File: config.mk
export PLATFORM = sky130hd
export DESIGN_NAME = i2c_chan_select
export DESIGN_NICKNAME = d
export VERILOG_FILES = /design/src/rtl/i2c_chan_select.sv
export SDC_FILE = /design/constraint.sdc
export NUM_CORES = 1
export LEC_CHECK = 0
export ABC_AREA = 1
export BUFFER_PORTS_ARGS = -buffer_cell sky130_fd_sc_hd__buf_2
export CAP_MARGIN = 20
export CORE_MARGIN = 8
export CORE_UTILIZATION = 55
export CTS_CLUSTER_SIZE = 24
export DETAILED_ROUTE_END_ITERATION = 10
export PLACE_DENSITY = 0.76
export SLEW_MARGIN = 20
export SYNTH_ARGS = -nofsm -noshare
export SYNTH_HDL_FRONTEND = slang
export SYNTH_SLANG_ARGS = --single-unit
export TNS_END_PERCENT = 5
File: constraint.sdc
create_clock -name clk -period 3.1 [get_ports clk]
set_input_delay 0.31 -clock clk [delete_from_list [all_inputs] [get_ports clk]]
set_output_delay 0.31 -clock clk [all_outputs]
set_load 0.03 [all_outputs]
File: src/rtl/i2c_chan_select.sv
module i2c_chan_select #(
  parameter int         NCHAN      = 4,
  parameter int         FILT_LEN   = 4,
  parameter logic [3:0] ADDR_FIXED = 4'b1110
) (
  input  logic             clk,
  input  logic             rst_n,
  input  logic [2:0]       addr_pins,
  input  logic             scl_in,
  input  logic             sda_in,
  output logic             sda_oe,
  output logic [NCHAN-1:0] chan_en
);
  localparam int CW = $clog2(FILT_LEN + 1);
  localparam logic [2:0] S_IDLE = 3'd0, S_ADDR = 3'd1, S_ACKA = 3'd2, S_WDAT = 3'd3,
                         S_ACKW = 3'd4, S_RDAT = 3'd5, S_RACK = 3'd6, S_IGN  = 3'd7;

  logic [1:0]       s1, s2, flt, flt_d;
  logic [CW-1:0]    fcnt [2];
  logic [2:0]       st;
  logic [3:0]       bitcnt;
  logic [7:0]       shreg;
  logic             rw, mack, pend_v;
  logic [NCHAN-1:0] pend;
  logic             scl_f, sda_f, start_det, stop_det, scl_rise, scl_fall;
  logic [7:0]       tx;

  assign scl_f     = flt[0];
  assign sda_f     = flt[1];
  assign start_det = scl_f & flt_d[0] & flt_d[1] & ~sda_f;
  assign stop_det  = scl_f & flt_d[0] & ~flt_d[1] & sda_f;
  assign scl_rise  = scl_f & ~flt_d[0];
  assign scl_fall  = ~scl_f & flt_d[0];
  assign tx        = 8'(chan_en);

  always_ff @(posedge clk or negedge rst_n) begin
    if (!rst_n) begin
      s1    <= '1;
      s2    <= '1;
      flt   <= '1;
      flt_d <= '1;
      for (int i = 0; i < 2; i++) fcnt[i] <= '0;
    end else begin
      s1    <= {sda_in, scl_in};
      s2    <= s1;
      flt_d <= flt;
      for (int i = 0; i < 2; i++) begin
        if (s2[i] == flt[i]) fcnt[i] <= '0;
        else if (fcnt[i] == CW'(FILT_LEN - 1)) begin
          flt[i]  <= s2[i];
          fcnt[i] <= '0;
        end else fcnt[i] <= fcnt[i] + 1'b1;
      end
    end
  end

  always_ff @(posedge clk or negedge rst_n) begin
    if (!rst_n) begin
      st      <= S_IDLE;
      bitcnt  <= '0;
      shreg   <= '0;
      rw      <= 1'b0;
      mack    <= 1'b0;
      pend_v  <= 1'b0;
      pend    <= '0;
      sda_oe  <= 1'b0;
      chan_en <= '0;
    end else if (start_det) begin
      st     <= S_ADDR;
      bitcnt <= '0;
      sda_oe <= 1'b0;
    end else if (stop_det) begin
      st     <= S_IDLE;
      sda_oe <= 1'b0;
      if (pend_v) begin
        chan_en <= pend;
        pend_v  <= 1'b0;
      end
    end else if (scl_rise) begin
      case (st)
        S_ADDR, S_WDAT: begin
          shreg  <= {shreg[6:0], sda_f};
          bitcnt <= bitcnt + 1'b1;
        end
        S_RDAT: bitcnt <= bitcnt + 1'b1;
        S_RACK: mack <= ~sda_f;
        default: ;
      endcase
    end else if (scl_fall) begin
      case (st)
        S_ADDR: if (bitcnt == 4'd8) begin
          bitcnt <= '0;
          if (shreg[7:1] == {ADDR_FIXED, addr_pins}) begin
            st     <= S_ACKA;
            sda_oe <= 1'b1;
            rw     <= shreg[0];
          end else st <= S_IGN;
        end
        S_ACKA: if (rw) begin
          st     <= S_RDAT;
          shreg  <= tx;
          sda_oe <= ~tx[7];
        end else begin
          st     <= S_WDAT;
          sda_oe <= 1'b0;
        end
        S_WDAT: if (bitcnt == 4'd8) begin
          bitcnt <= '0;
          pend   <= shreg[NCHAN-1:0];
          pend_v <= 1'b1;
          st     <= S_ACKW;
          sda_oe <= 1'b1;
        end
        S_ACKW: begin
          st     <= S_WDAT;
          sda_oe <= 1'b0;
        end
        S_RDAT: if (bitcnt == 4'd8) begin
          bitcnt <= '0;
          st     <= S_RACK;
          sda_oe <= 1'b0;
        end else begin
          sda_oe <= ~shreg[6];
          shreg  <= {shreg[6:0], 1'b0};
        end
        S_RACK: if (mack) begin
          st     <= S_RDAT;
          shreg  <= tx;
          sda_oe <= ~tx[7];
        end else st <= S_IGN;
        default: ;
      endcase
    end
  end
endmodule

==> metrics <==
commonest cells after routing, fill and taps aside=nand2_1 (76), dfrtp_1 (33), inv_1 (31), nor2_1 (15), inv_2 (12); CTS clk-pin slew, worst paths=80 ps; cts repair resizes=0; final core utilization=0.6210; Arrival @ worst endpoint=1940 ps; dpl hpwl=3074 um; Peak supply drop=522.3 uV; row count=23; pwr dens=808.2 nW/um2; antenna violations before repair=0; clock latency on the worst-skew pair=290 ps; Non-Filler Instances=336; via count=1723; Lkg Pwr=1.253 nW; Mapped Cells=267; Root Buffer=clkbuf_8; Mapped Nets=281; post-synthesis register bit count=41; share of cells above drive strength 1=0.2552; Antenna diodes=0; CTS Hold Bufs=0; die area=6418 um2; Max-cap violations=0; # H-tree levels=2; worst rel slew slack=0.4035; Final Setup Violations=0; unrepaired setup endpoints after global routing=false; clk_skew=5.165 ps; global placement routability congestion=0.8818; Initial DRT Pass Iterations=6; area grow syn2layout=9.076%; run status=complete, no violations; Req. time, crit path=3280 ps; CTS tree=yes; Slew Viols, Final=0; Final Cycle Share=0.5663; worst r2r src=flt[0]; postcts setup bufs=0; worst min-delay path class=input pin to register; worst slew pin tran=894.8 ps; Syn Area/Cell=8.468 um2; CP Max Fanout=9; Critical Path Start Type=register; placed insts=328; Die Y=80.12 um; most common cell after layout, fill and taps aside=nand2_1; pin count of the biggest net entering global routing=42; vias in the first global route=1542; Routed Antenna Nets=0; first-pass GRT wire length=6989 um; CP startpoint=flt[0]; Area contributors post-synth=dfrtp_1 (37%), nand2_1 (13%), dfstp_2 (9.3%), inv_1 (5.1%), ha_1 (3.9%); synth unique cells=30; core area=3971 um2; max frequency=569.6 MHz; First DRT Iteration DRCs=111; Yosys warnings=0; total global-route track usage=0.1361; Final nets=299; Setup TNS=0 ps; Netlist Area Pre-Place=2261 um2; Clock Path Buffers=2; top cell type's share of synthesized area=0.3652; kind of critical path=register to register; min-delay src=scl_in; Hold Fails Final Rpt=0; Post-Route WL=4038 um; Initial Utilization=0.5693; Remaining Overflow, GRT=0; CTS sink cnt=41; per-cell routed wire length=12.02 um; Num CTS Buffers=5; IO buf count=11; Setup crit end kind=register; Die X=80.12 um; min Tclk post-route=1756 ps; I/O Pins=12; most area-hungry cell type in the Yosys netlist=dfrtp_1; post-synthesis sequential area ratio=0.4582; DR DRC count=0; Vias/cell=5.128
[report_power, final]
group	leakage (nW)	total, W	switching (W)	internal (W)
Clock	0.0374	0.000343	0.000185	0.000159
Sequential	0.527	0.000763	0.000104	0.000659
Combinational	0.688	0.000887	0.000604	0.000283
Total	1.25	0.00199	0.000893	0.00110
[cell type report]
cell class / count / area (um2)
Clock buffer: 6 / 72.57
Clock inverter: 2 / 15.01
Multi-Input combinational cell: 183 / 1064
Tap cell: 50 / 62.56
Timing Repair Buffer: 11 / 55.05
Inverter: 43 / 161.4
Fill cell: 340 / 1505
Sequential cell: 41 / 1036
[critical path: stages, from the launching register on]
cell	delay [ps]
dfstp_2	580
ha_1	330
inv_2	150
nand3_2	120
nand2_4	60
nor2_8	140
nand3_4	130
nand2_1	80
nand2_1	50
[cells by family (layout without fill, tap and decap cells)]
family                     after synthesis  after routing  share of synthesized area
AOI/OAI and AO/OA                       27             27                    0.06198
xor gates and xnor gates                 2              2                   0.007749
adders and majority gates                7              7                    0.03874
buffers and inverters                   43             62                    0.07139
DFF                                     41             41                     0.4582
muxes                                    1              1                   0.004980
and+or+nand+nor                        146            146                     0.3569
[through the flow]
step / hold slack, ps / area (um2) / power [W] / setup slack [ps]
finish: 116.4 / 2466 / 0.001993 / 1345
global route: 93.27 / 2466 / 0.002145 / 1211
CTS: 108.0 / 2466 / 0.002000 / 1334
detailed placement: 347.9 / 2379 / 0.001659 / 1339
global placement: 345.9 / 2379 / 0.001638 / 1413
floorplan: 14.41 / 2261 / 0.001482 / 1519
[flip-flops by register name, summed over array words and instances (netlist names)]
name	cells
shreg	8
fcnt	6
bitcnt	4
chan_en	4
pend	4
st	3
flt	2
flt_d	2
s1	2
s2	2
mack	1
pend_v	1
rw	1
sda_oe	1
[synthesized netlist by cell type]
library cell / n
nand2_1: 76
dfrtp_1: 33
inv_1: 31
nor2_1: 15
inv_2: 12
nand4_1: 11
o21ai_1: 11
nand2_2: 9
a21oi_1: 8
dfstp_2: 8
ha_1: 7
o21ai_0: 6
nand3_1: 5
nor2_2: 5
nand2_4: 4
nand3_2: 4
nand3_4: 3
nor3_1: 3
nor2_4: 2
nor3_2: 2
or2_2: 2
xnor2_1: 2
a21oi_2: 1
mux2_1: 1
nand3b_1: 1
nand3b_4: 1
nand4_4: 1
nor2_8: 1
nor3b_1: 1
o22ai_1: 1
[per-layer routing]
| layer | up-vias | part of all wire | track usage |
|---|---|---|---|
| met5 | - | 0 | 0 |
| met4 | 0 | 0.0067 | 0.04909 |
| met3 | 2 | 0.050 | 0.03906 |
| met2 | 42 | 0.45 | 0.1964 |
| met1 | 796 | 0.50 | 0.1884 |
| li1 | 883 | - | - |
[path summary, 6_finish.rpt]
kind	end	slack, ps	depth (start not counted)
setup reg to reg	shreg[3]	1340	8
hold / removal	s1[0]	120	1
hold reg to reg	s2[1]	360	0
min in group asynchronous	fcnt[5]	140	1
max in group asynchronous	st[2]	2400	1
setup / recovery	shreg[3]	1340	8
Power figures use the tool's default switching activity.
